==> src/rtl/ptmr_pkg.sv <==
package ptmr_pkg;

    localparam int PTMR_AW = 3;

    typedef enum logic [PTMR_AW-1:0] {
        REG_PERIOD = 3'd0,
        REG_COUNT  = 3'd1,
        REG_IRQ    = 3'd2,
        REG_LIMIT  = 3'd3
    } ptmr_reg_e;

endpackage

==> src/rtl/ptmr_regif.sv <==
module ptmr_regif
    import ptmr_pkg::*;
#(
    parameter int WIDTH = 16,
    parameter int DW    = 32
) (
    input  logic               clk,
    input  logic               rst_n,
    input  logic               wr_en,
    input  logic               rd_en,
    input  logic [PTMR_AW-1:0] addr,
    input  logic [DW-1:0]      wr_data,
    input  logic [WIDTH:0]     per_act,
    input  logic [WIDTH-1:0]   cnt_cur,
    input  logic               irq_cur,
    output logic               per_wr,
    output logic [WIDTH:0]     per_wr_val,
    output logic               clr_req,
    output logic [DW-1:0]      rd_data
);

    localparam logic [DW-1:0]  LIMIT_DW = DW'(1) << WIDTH;
    localparam logic [WIDTH:0] LIMIT_PW = (WIDTH+1)'(1) << WIDTH;

    typedef struct packed {
        logic [DW-1:0] rd;
    } regif_s;

    regif_s s_d, s_q;

    // write decode and clamp
    always_comb begin
        per_wr  = wr_en && (addr == REG_PERIOD);
        clr_req = wr_en && (addr == REG_IRQ) && wr_data[0];
        if (wr_data > LIMIT_DW) begin
            per_wr_val = LIMIT_PW;
        end else begin
            per_wr_val = wr_data[WIDTH:0];
        end
    end

    // read mux, registered
    always_comb begin
        s_d = s_q;
        if (rd_en) begin
            case (addr)
                REG_PERIOD: s_d.rd = DW'(per_act);
                REG_COUNT:  s_d.rd = DW'(cnt_cur);
                REG_IRQ:    s_d.rd = DW'(irq_cur);
                REG_LIMIT:  s_d.rd = LIMIT_DW;
                default:    s_d.rd = '0;
            endcase
        end
    end

    always_ff @(posedge clk or negedge rst_n) begin
        if (!rst_n) begin
            s_q <= '0;
        end else begin
            s_q <= s_d;
        end
    end

    assign rd_data = s_q.rd;

endmodule

==> src/rtl/ptmr_counter.sv <==
module ptmr_counter #(
    parameter int WIDTH = 16
) (
    input  logic             clk,
    input  logic             rst_n,
    input  logic             tick_en,
    input  logic             per_wr,
    input  logic [WIDTH:0]   per_wr_val,
    output logic [WIDTH:0]   per_q,
    output logic [WIDTH-1:0] cnt_q,
    output logic             expire
);

    typedef struct packed {
        logic [WIDTH:0]   per;
        logic [WIDTH:0]   pend;
        logic             pend_v;
        logic [WIDTH-1:0] cnt;
    } cnt_s;

    cnt_s s_d, s_q;
    logic running;

    always_comb begin
        s_d     = s_q;
        running = (s_q.per != '0);
        expire  = tick_en && running && (s_q.cnt == '0);

        // interval progress
        if (expire) begin
            if (s_q.pend_v) begin
                s_d.per    = s_q.pend;
                s_d.cnt    = WIDTH'(s_q.pend - 1'b1);
                s_d.pend_v = 1'b0;
            end else begin
                s_d.cnt = WIDTH'(s_q.per - 1'b1);
            end
        end else if (tick_en && running) begin
            s_d.cnt = s_q.cnt - 1'b1;
        end

        // software period request
        if (per_wr) begin
            if (per_wr_val == '0) begin
                s_d.per    = '0;
                s_d.cnt    = '0;
                s_d.pend   = '0;
                s_d.pend_v = 1'b0;
            end else if (!running) begin
                s_d.per    = per_wr_val;
                s_d.cnt    = WIDTH'(per_wr_val - 1'b1);
                s_d.pend_v = 1'b0;
            end else begin
                s_d.pend   = per_wr_val;
                s_d.pend_v = 1'b1;
            end
        end
    end

    always_ff @(posedge clk or negedge rst_n) begin
        if (!rst_n) begin
            s_q <= '0;
        end else begin
            s_q <= s_d;
        end
    end

    assign per_q = s_q.per;
    assign cnt_q = s_q.cnt;

endmodule

==> src/rtl/ptmr_irq.sv <==
module ptmr_irq (
    input  logic clk,
    input  logic rst_n,
    input  logic expire,
    input  logic clr_req,
    output logic irq
);

    typedef struct packed {
        logic flag;
    } irq_s;

    irq_s s_d, s_q;

    // set wins over clear
    always_comb begin
        s_d = s_q;
        if (clr_req) begin
            s_d.flag = 1'b0;
        end
        if (expire) begin
            s_d.flag = 1'b1;
        end
    end

    always_ff @(posedge clk or negedge rst_n) begin
        if (!rst_n) begin
            s_q <= '0;
        end else begin
            s_q <= s_d;
        end
    end

    assign irq = s_q.flag;

endmodule

==> src/rtl/ptmr_top.sv <==
module ptmr_top
    import ptmr_pkg::*;
#(
    parameter int WIDTH = 16,
    parameter int DW    = 32
) (
    input  logic               clk,
    input  logic               rst_n,
    input  logic               tick_en,
    input  logic               wr_en,
    input  logic               rd_en,
    input  logic [PTMR_AW-1:0] addr,
    input  logic [DW-1:0]      wr_data,
    output logic [DW-1:0]      rd_data,
    output logic               irq
);

    logic             per_wr;
    logic [WIDTH:0]   per_wr_val;
    logic             clr_req;
    logic [WIDTH:0]   per_q;
    logic [WIDTH-1:0] cnt_q;
    logic             expire;

    ptmr_regif #(.WIDTH(WIDTH), .DW(DW)) u_regif (
        .clk        (clk),
        .rst_n      (rst_n),
        .wr_en      (wr_en),
        .rd_en      (rd_en),
        .addr       (addr),
        .wr_data    (wr_data),
        .per_act    (per_q),
        .cnt_cur    (cnt_q),
        .irq_cur    (irq),
        .per_wr     (per_wr),
        .per_wr_val (per_wr_val),
        .clr_req    (clr_req),
        .rd_data    (rd_data)
    );

    ptmr_counter #(.WIDTH(WIDTH)) u_counter (
        .clk        (clk),
        .rst_n      (rst_n),
        .tick_en    (tick_en),
        .per_wr     (per_wr),
        .per_wr_val (per_wr_val),
        .per_q      (per_q),
        .cnt_q      (cnt_q),
        .expire     (expire)
    );

    ptmr_irq u_irq (
        .clk     (clk),
        .rst_n   (rst_n),
        .expire  (expire),
        .clr_req (clr_req),
        .irq     (irq)
    );

endmodule

==> config.mk <==
export PLATFORM = sky130hd
export DESIGN_NAME = ptmr_top
export DESIGN_NICKNAME = d
export VERILOG_FILES = /design/src/rtl/ptmr_pkg.sv /design/src/rtl/ptmr_regif.sv /design/src/rtl/ptmr_counter.sv /design/src/rtl/ptmr_irq.sv /design/src/rtl/ptmr_top.sv
export SDC_FILE = /design/constraint.sdc
export NUM_CORES = 1
export LEC_CHECK = 0
export BUFFER_PORTS_ARGS = -buffer_cell sky130_fd_sc_hd__buf_2
export CORE_ASPECT_RATIO = 1.2
export CORE_MARGIN = 2
export CORE_UTILIZATION = 51
export DETAILED_ROUTE_END_ITERATION = 6
export GPL_TIMING_DRIVEN = 0
export PLACE_DENSITY = 0.69
export SLEW_MARGIN = 20
export SYNTH_ARGS = -nofsm -noshare
export SYNTH_HDL_FRONTEND = slang
export SYNTH_SLANG_ARGS = --single-unit
==> constraint.sdc <==
create_clock -name clk -period 5.49 [get_ports clk]
set_input_delay 0.549 -clock clk [delete_from_list [all_inputs] [get_ports clk]]
set_output_delay 0.549 -clock clk [all_outputs]
set_load 0.02 [all_outputs]
==> results.json, run 1 <==
{
  "drc": 8,
  "htree_levels": 3,
  "avgSynthCellArea_um2": 8.81,
  "gp_routability_congestion": 0.981,
  "max_freq_mhz": 218,
  "yosysSeqAreaShare_pct": 35.9,
  "fin_nets": 667,
  "cts_root_buffer": "clkbuf_8",
  "clock_skew_ns": 0.00557,
  "grtUsageTotal_pct": 32.2,
  "ys_types": 70,
  "hold_violations": 0,
  "maxSlewViolCount": 0,
  "drv_cap": 0,
  "power_frac_clock_pct": 25.3,
  "num_vias": 4717,
  "clock-sinks": 69,
  "rsz0062_at_grt": "false",
  "p_switching_uw": 706,
  "numCtsBuffers": 9,
  "pwr-share-seq_pct": 38.6,
  "wl_met1_um": 6580,
  "overflow": 0,
  "ys_warn_count": 0,
  "postRouteAntennaNets": 0,
  "core_um2": 9080,
  "leakagePower_nw": 2.42,
  "dr_wl_met3_um": 1070,
  "combPwrFrac_pct": 36.1,
  "synth-edff-count": 0,
  "period_minus_slack_ns": 4.59,
  "netlist_area_um2": 4800,
  "dieArea_um2": 10200,
  "pwr_density_cell_nw_per_um2": 332,
  "worstSkewPairLatency_ns": 0.36,
  "cp_max_fo": 10,
  "cts_hold_buffers": 0,
  "area_growth_pct": 14.8,
  "synth_flop_cell": "dfrtp_1",
  "fin_crit_sh_pct": 83.7,
  "cts_tree": "yes",
  "pin_count": 73,
  "port_buffers": 53,
  "violations": "DRC",
  "clk_pin_slew_worst_paths_ns": 0.08,
  "status": "complete, but fails checks",
  "grt_max_degree": 47,
  "cp-start-kind": "flip-flop",
  "synth-async-reset-ratio_pct": 100,
  "grt_pass1_wl_um": 24600,
  "ys_ff_latch": 69,
  "clock_path_buffers": 2,
  "worstSetupPathType": "reg -> reg",
  "cp-end-kind": "flip-flop",
  "cts_setup_buffers": 0,
  "n_antenna_cell": 0,
  "syn_inst": 545,
  "internal_power_mw": 1.12,
  "post_cts_resized": 0,
  "start_util_pct": 52.9,
  "route.met2.wl_um": 7440,
  "setup_viol": 0,
  "slew_headroom_pct": 38.6,
  "setup_tns_ns": 0,
  "grt_pass1_vias": 4433,
  "tightest_slew_ns": 0.914,
  "antenna_found_initial": 0,
  "worstPathRequired_ns": 5.78,
  "drive_gt1_share_pct": 18.6,
  "wire_per_inst_um": 21.0,
  "arrival_ns": 4.89,
  "rows": 38,
  "hold_class": "in -> async",
  "vias_per_cell": 6.30,
  "peakVddDrop_mv": 0.156,
  "netSwitchingFraction_pct": 38.6,
  "routed_wl_um": 15800,
  "first_iter_violations": 442,
  "die_y_um": 110,
  "finalNonFillerCells": 749,
  "topRoutingLayerUsed": "met4",
  "dp.final_hpwl_um": 12100,
  "place_inst": 733,
  "first_pass_iters": 7,
  "die_w_um": 92.6
}
cells in the mapped netlist (all sizes together), types with 2 or more instances:
library cell	instances	share of area, %
dfrtp	69	36
nand2	41	3.2
mux2i	39	8.1
o21ai	34	3.6
nor2	32	2.6
buf	26	3.5
o22ai	25	3.3
inv	23	1.8
clkbuf	22	1.7
nor3	22	2.5
a21oi	19	2.0
nor4	15	2.1
xnor2	15	2.7
or3	13	1.8
a22o	12	2.2
nand3	12	1.3
xor2	11	2.0
a211oi	8	1.3
o211ai	8	1.4
o31ai	7	1.1
a31oi	6	0.78
nand2b	5	0.65
nor3b	5	0.78
or2	5	0.65
a22oi	4	0.63
and4	4	0.73
mux2	4	0.94
nand4	4	0.52
o2bb2ai	4	0.73
or3b	4	0.73
or4	4	0.78
a2111oi	3	0.55
a32o	3	0.63
ha	3	0.78
o2111ai	3	0.68
o21a	3	0.47
o41ai	3	0.55
a211o	2	0.36
a32oi	2	0.36
o221ai	2	0.36
o31a	2	0.36
final timing paths:
| check | startpoint | to | slack (ns) | cells past startpoint |
|---|---|---|---|---|
| setup / recovery | u_counter.s_q[16] | u_counter.cnt_q[12] | 0.90 | 12 |
| hold / removal | rst_n | u_regif.rd_data[9] | 0.09 | 1 |
| setup reg to reg | u_counter.s_q[16] | u_counter.cnt_q[12] | 0.90 | 12 |
| hold reg to reg | u_counter.s_q[33] | u_counter.s_q[33] | 0.51 | 2 |
| max in group asynchronous | rst_n | u_counter.cnt_q[8] | 4.87 | 2 |
| min in group clk | wr_data[4] | u_counter.s_q[21] | 0.47 | 2 |
per-stage QoR:
| stage | hold WS (ns) | util (%) | total power [mW] | setup WS [ns] | cell area, µm² |
|---|---|---|---|---|---|
| final | 0.0861 | 60.7 | 1.83 | 0.895 | 5520 |
| after global routing | 0.0998 | 60.7 | 1.93 | 0.684 | 5520 |
| after CTS | 0.0893 | 60.7 | 1.81 | 0.964 | 5520 |
| after detailed placement | 0.475 | 58.4 | 1.35 | 0.875 | 5300 |
| after global placement | 0.482 | 58.0 | 1.34 | 0.817 | 5270 |
| after floorplan | 0.253 | - | 1.16 | 1.93 | 4860 |
cell families after synthesis:
logic type	share of synthesized area [%]
buffers and inverters	6.98
XOR/XNOR	4.74
adder cells (fa/ha/maj)	0.782
multiplexers	9.06
AND/OR/NAND/NOR	19.1
flip-flops	35.9
AO/OA/AOI/OAI	23.3
other	0.0781
registers in the layout, summed over array words and instances (netlist names):
signal,count
u_irq.irq,1
u_regif.rd_data,17
u_counter.cnt_q,16
u_counter.s_q,18
u_counter.per_q,17
worst max-delay path, cell delays in order, from the launching register on:
cell and delay [ns]:
dfrtp_1 0.36, clkbuf_1 0.33, clkbuf_1 0.45, buf_2 0.39
buf_4 0.28, mux2i_1 0.28, ha_1 0.25, or4b_2 0.66
a222oi_1 0.76, nand2_1 0.15, xnor2_1 0.19, a211o_1 0.30
o21ai_1 0.11
final cells by class:
class                   instances  area, µm²
fillers                       851       3570
multi-input cells             419       2790
flip-flops and latches         69       1730
repair buffers                 54        295
plain buffers                  48        249
well taps                     120        150
clock buffers                   9        124
clock inverters                 7       90.1
inverters                      23       86.3
metal layers:
metal / vias up / global-route usage (%)
met4: 0 / 15.0
met2: 266 / 55.0
met3: 46 / 5.10
li1: 2186 / -
met5: - / 0
met1: 2219 / 40.2
cell usage in the layout, fill, tap and decap left out, types with 4 or more instances in the layout:
master     synthesis  final
dfrtp_1           69     69
buf_2              7     59
nand2_1           41     41
mux2i_1           39     39
nor2_1            31     31
o21ai_0           28     28
o22ai_1           25     25
inv_1             23     23
clkbuf_1          22     22
nor3_1            20     20
a21oi_1           19     19
buf_4             16     17
xnor2_1           15     15
conb_1             1     15
nor4_1            14     14
nand3_1           12     12
or3_1             12     12
a22o_1            12     12
xor2_1            11     11
clkbuf_8           0      9
a211oi_1           8      8
o211ai_1           7      7
o31ai_1            7      7
a31oi_1            6      6
nand2b_1           5      5
o21ai_1            5      5
nor3b_1            5      5
nand4_1            4      4
or2_2              4      4
and4_1             4      4
mux2_2             4      4
a22oi_1            4      4
or3b_2             4      4
o2bb2ai_1          4      4
power by group through the flow:
stage	sequential, mW	combinational [mW]	clock (mW)
2_1_floorplan	0.685	0.473	0
3_3_place_gp	0.703	0.637	0
3_5_place_dp	0.709	0.643	0
4_1_cts	0.699	0.646	0.468
5_1_grt	0.717	0.726	0.491
6_report	0.706	0.661	0.463
(Power assumes the default switching activity.)
==> run 2: changes to the inputs <==
==> constraint.sdc (replaced) <==
create_clock -name clk -period 4.7 [get_ports clk]
set_input_delay 0.47 -clock clk [delete_from_list [all_inputs] [get_ports clk]]
set_output_delay 0.47 -clock clk [all_outputs]
set_load 0.02 [all_outputs]
==> results.json, run 2 (synthesized netlist as in run 1, its figures left out) <==
{
  "cp_num_buf_inv": 5,
  "first_pass_iters": 7,
  "start_util_pct": 52.9,
  "slew_headroom_pct": 40.8,
  "die_w_um": 92.6,
  "power_frac_clock_pct": 25.3,
  "netSwitchingFraction_pct": 38.5,
  "status": "completed",
  "worst-path-stages": 13,
  "postRouteAntennaNets": 0,
  "grt_pass1_vias": 4433,
  "numCtsBuffers": 9,
  "drive_gt1_share_pct": 18.7,
  "setup_tns_ns": 0,
  "rr_startpoint": "u_counter.s_q[16]",
  "antenna_found_initial": 0,
  "setup_ws_ns": 0.447,
  "leakagePower_nw": 2.43,
  "gp_routability_congestion": 0.981,
  "port_buffers": 53,
  "ff_latch_area_um2": 1730,
  "pwr_density_cell_nw_per_um2": 388,
  "worstSkewPairLatency_ns": 0.36,
  "cts_root_buffer": "clkbuf_8",
  "cts_hold_buffers": 0,
  "period_minus_slack_ns": 4.25,
  "max_freq_mhz": 235,
  "hold_violations": 0,
  "grtUsageTotal_pct": 32.2,
  "finalNonFillerCells": 750,
  "peakVddDrop_mv": 0.183,
  "clock_path_buffers": 2,
  "internal_power_mw": 1.32,
  "grt_pass1_wl_um": 24600,
  "area_growth_pct": 15.0,
  "crit_end": "u_counter.cnt_q[12]",
  "drc": 0,
  "tightest_slew_ns": 0.882,
  "top_register": "u_counter.s_q",
  "dieArea_um2": 10200,
  "holdWs_ns": 0.0117,
  "timing.rr.end": "u_counter.cnt_q[12]",
  "drv_cap": 0,
  "fin_crit_sh_pct": 90.5,
  "overflow": 0,
  "critical-path-top-delay-family": "buffers and inverters",
  "worstSetupPathType": "reg -> reg",
  "final_cell_mix": "69 x dfrtp_1, 59 x buf_2, 41 x nand2_1",
  "fin_nets": 668,
  "vias_per_cell": 6.25,
  "maxSlewViolCount": 0,
  "p_switching_uw": 826,
  "core_um2": 9080,
  "path_cells": "clkbuf_1 -> clkbuf_1 -> buf_2 -> buf_4 -> mux2i_1 -> ha_1 -> or4b_2 -> a222oi_1 -> buf_4 -> nand2_1 -> xnor2_1 -> a211o_1 -> o21ai_1",
  "worstPathRequired_ns": 4.99,
  "ff2ff_setup_slack_ns": 0.45,
  "slowest_delay_ns": 0.66,
  "wire_per_inst_um": 21.0,
  "final_common_cell": "dfrtp_1",
  "cp-start-kind": "flip-flop",
  "cp-end-kind": "flip-flop",
  "dp.final_hpwl_um": 12100,
  "post-route-util_pct": 60.8,
  "startpoint": "u_counter.s_q[16]",
  "pin_count": 73,
  "clock-sinks": 69,
  "pwr-share-seq_pct": 38.4,
  "rows": 38,
  "cp_max_fo": 10,
  "clock_skew_ns": 0.00684,
  "largest_reg_flops": 18,
  "arrival_ns": 4.54,
  "htree_levels": 3,
  "dpl_worst_slack_ns": 0.164,
  "clk_pin_slew_worst_paths_ns": 0.08,
  "rsz0062_at_grt": "false",
  "multiInputGateArea_um2": 2790,
  "combPwrFrac_pct": 36.3,
  "grt_max_degree": 47,
  "hold_class": "in -> async",
  "slowest_stage": "or4b_2",
  "die_y_um": 110,
  "routed_wl_um": 15800,
  "n_antenna_cell": 0,
  "worstRegToRegCells": 13,
  "place_inst": 733,
  "cts_tree": "yes",
  "first_iter_violations": 448,
  "num_vias": 4689,
  "n_fill_cell": 851,
  "setup_viol": 0
}
==> run 2: worst min path at each step <==
stage	start	end	slack [ns]
3_5_place_dp	rst_n	u_regif.rd_data[9]	0.40
5_1_grt	rst_n	u_counter.per_q[9]	0.02
3_3_place_gp	u_counter.s_q[33]	u_counter.s_q[33]	0.48
6_report	rst_n	u_regif.rd_data[9]	0.01
4_1_cts	rst_n	u_counter.per_q[10]	0.01
2_1_floorplan	rst_n	u_counter.cnt_q[0]	0.17
==> run 2: final cells by class <==
cell class | instances | share of cell area [%]
plain buffers | 48 | 4.51
clock buffers | 9 | 2.24
clock inverters | 7 | 1.63
inverters | 23 | 1.56
multi-input cells | 419 | 50.6
flip-flops and latches | 69 | 31.3
well taps | 120 | 2.72
repair buffers | 55 | 5.48
==> run 2: worst register-to-register path: cells and delay by family (launching register included) <==
family                   cells  cell delay, ns
AND/OR/NAND/NOR              2            0.73
AO/OA/AOI/OAI                3            0.74
multiplexers                 1            0.28
flip-flops                   1            0.36
adder cells (fa/ha/maj)      1            0.24
buffers and inverters        5            1.68
XOR/XNOR                     1            0.15
==> run 2: power groups by stage <==
stage | Combinational [mW] | Sequential [mW] | Clock [mW]
after floorplan | 0.552 | 0.800 | 0
after global placement | 0.744 | 0.822 | 0
after detailed placement | 0.752 | 0.828 | 0
after CTS | 0.755 | 0.816 | 0.547
after global routing | 0.855 | 0.837 | 0.574
final | 0.780 | 0.823 | 0.543
==> run 2: what timing repair did <==
item                       4_1_cts  5_1_grt
setup endpoints to repair        0        3
hold endpoints to repair         0        0
buffers inserted                 0        1
gates resized for setup          0        0
==> run 2: metal layers <==
| layer | vias to the layer above | global-route usage (%) | wire length [µm] |
|---|---|---|---|
| met5 | - | 0 | 0 |
| met4 | 0 | 15.0 | 686 |
| met3 | 46 | 5.10 | 1010 |
| met2 | 240 | 55.0 | 7450 |
| met1 | 2219 | 40.2 | 6610 |
| li1 | 2184 | - | - |
==> run 2: through the flow <==
stage	total power [mW]	instance area (µm²)
finish	2.15	5520
floorplan	1.35	4860
global route	2.27	5520
CTS	2.12	5520
global placement	1.57	5270
detailed placement	1.58	5300
==> run 3: changes to the inputs <==
--- a/config.mk
+++ b/config.mk
@@ -5,13 +5,15 @@
 export SDC_FILE = /design/constraint.sdc
 export NUM_CORES = 1
 export LEC_CHECK = 0
-export BUFFER_PORTS_ARGS = -buffer_cell sky130_fd_sc_hd__buf_2
+export CELL_PAD_IN_SITES_DETAIL_PLACEMENT = 1
+export CELL_PAD_IN_SITES_GLOBAL_PLACEMENT = 2
 export CORE_ASPECT_RATIO = 1.2
 export CORE_MARGIN = 2
-export CORE_UTILIZATION = 51
+export CORE_UTILIZATION = 39
 export DETAILED_ROUTE_END_ITERATION = 6
+export DONT_BUFFER_PORTS = 1
 export GPL_TIMING_DRIVEN = 0
-export PLACE_DENSITY = 0.69
+export PLACE_DENSITY = 0.76
 export SLEW_MARGIN = 20
 export SYNTH_ARGS = -nofsm -noshare
 export SYNTH_HDL_FRONTEND = slang
==> results.json, run 3 (synthesized netlist as in run 1, its figures left out) <==
{
  "status": "completed",
  "tightest_slew_ns": 0.951,
  "first_iter_violations": 243,
  "htree_levels": 3,
  "p_switching_uw": 809,
  "setup_tns_ns": 0,
  "die_w_um": 105,
  "start_util_pct": 39.8,
  "post_cts_resized": 0,
  "fin_crit_sh_pct": 89.7,
  "clock-sinks": 69,
  "area_growth_pct": 11.7,
  "clk_pin_slew_worst_paths_ns": 0.05,
  "rows": 44,
  "netSwitchingFraction_pct": 36.7,
  "postRouteAntennaNets": 0,
  "grtUsageTotal_pct": 26.4,
  "post-route-util_pct": 44.5,
  "ff2ff_setup_slack_ns": 0.51,
  "combPwrFrac_pct": 33.1,
  "rr_startpoint": "u_counter.s_q[16]",
  "cp_max_fo": 10,
  "final_cell_mix": "69 x dfrtp_1, 41 x nand2_1, 39 x mux2i_1",
  "port_buffers": 0,
  "numCtsBuffers": 9,
  "grt_pass1_wl_um": 26800,
  "worstPathRequired_ns": 4.90,
  "num_vias": 4451,
  "pwr-share-seq_pct": 38.2,
  "antenna_found_initial": 0,
  "worstSkewPairLatency_ns": 0.34,
  "max_freq_mhz": 237,
  "clock_path_buffers": 2,
  "peakVddDrop_mv": 0.225,
  "fin_nets": 615,
  "n_fill_cell": 1459,
  "drive_gt1_share_pct": 10.6,
  "power_frac_clock_pct": 28.7,
  "drv_cap": 0,
  "grt_pass1_vias": 4765,
  "pin_count": 73,
  "overflow": 0,
  "timing.rr.end": "u_counter.cnt_q[14]",
  "final_common_cell": "dfrtp_1",
  "leakagePower_nw": 2.22,
  "hold_class": "in -> async",
  "rsz0062_at_grt": "false",
  "pwr_density_cell_nw_per_um2": 410,
  "vias_per_cell": 6.03,
  "setup_viol": 0,
  "dp.final_hpwl_um": 13300,
  "die_y_um": 126,
  "cp-start-kind": "primary input",
  "worstRegToRegCells": 13,
  "period_minus_slack_ns": 4.21,
  "worstSetupPathType": "in -> reg",
  "routed_wl_um": 17000,
  "arrival_ns": 4.41,
  "hold_violations": 0,
  "maxSlewViolCount": 0,
  "first_pass_iters": 4,
  "wire_per_inst_um": 23.0,
  "cp-end-kind": "flip-flop",
  "dieArea_um2": 13200,
  "cts_root_buffer": "clkbuf_16",
  "dpl_worst_slack_ns": 0.0971,
  "gp_routability_congestion": 0.902,
  "setup_ws_ns": 0.486,
  "internal_power_mw": 1.39,
  "cts_tree": "yes",
  "largest_reg_flops": 18,
  "n_antenna_cell": 0,
  "top_register": "u_counter.s_q",
  "grt_max_degree": 70,
  "core_um2": 12100,
  "drc": 0,
  "slew_headroom_pct": 36.1,
  "clock_skew_ns": 0.00592
}
run 3: cell types whose count changed in the layout (fill, tap and decap cells not counted):
cell        change
clkbuf_16       +9
clkinv_2        -2
bufinv_16       -2
clkbuf_1        +4
buf_4           -1
buf_2          -52
clkbuf_8        -7
clkinvlp_4      -2
run 3: final cells by class:
cell class	count	area (µm²)	area share, %
buffer	48	249	4.64
clock buffer	15	268	4.99
clock inverter	1	5.00	0.0933
inverter	23	86.3	1.61
multi-input combinational	419	2790	52.1
sequential	69	1730	32.2
tap	161	201	3.75
timing repair buffer	2	35.0	0.653
run 3: how the worst max path moves through the flow:
stage,startpoint,to,slack [ns],cells past startpoint
after detailed placement,wr_data[5],u_counter.cnt_q[6],0.1,14
after floorplan,u_counter.s_q[16],u_counter.cnt_q[12],1.14,12
final,wr_data[10],u_counter.s_q[33],0.49,13
after CTS,u_counter.s_q[16],u_counter.cnt_q[14],0.16,12
after global placement,wr_data[14],u_counter.s_q[33],0.12,14
after global routing,wr_data[10],u_counter.s_q[30],0.07,14
run 3: critical path, cell delays in order:
cell and delay [ns]:
nor4_1 0.51, nand2_1 0.23, o21a_1 0.30, nor2_1 0.47
nand2_1 0.20, ha_1 0.22, clkbuf_1 0.22, nor2b_1 0.21
nand3_1 0.12, nor3_2 0.12, o21ai_1 0.70, clkbuf_1 0.47
o21ai_0 0.15
run 3: metal layers:
| layer | wire, µm | track usage (%) |
|---|---|---|
| met5 | 0 | 0 |
| met4 | 641 | 11.8 |
| met3 | 795 | 3.49 |
| met2 | 8450 | 45.5 |
| met1 | 7120 | 32.8 |
run 3: power by group through the flow:
stage,Clock [mW],Sequential (mW),Combinational [mW]
finish,0.633,0.841,0.729
global route,0.668,0.856,0.793
CTS,0.647,0.837,0.720
detailed placement,0,0.844,0.698
global placement,0,0.836,0.686
floorplan,0,0.800,0.552
run 3: through the flow:
stage / power (mW) / hold WS (ns) / cells / instance area (µm²)
2_1_floorplan: 1.35 / 0.174 / 559 / 4860
3_3_place_gp: 1.52 / 0.177 / 720 / 5060
3_5_place_dp: 1.54 / 0.177 / 720 / 5060
4_1_cts: 2.20 / 0.0323 / 737 / 5360
5_1_grt: 2.32 / 0.0366 / 738 / 5370
6_report: 2.20 / 0.0125 / 738 / 5370
run 3: what timing repair did:
item | in CTS | in global routing
endpoints found under the hold margin | 69 | 0
hold buffers | 1 | 0
endpoints found under the setup margin | 0 | 2
buffers inserted | 0 | 1
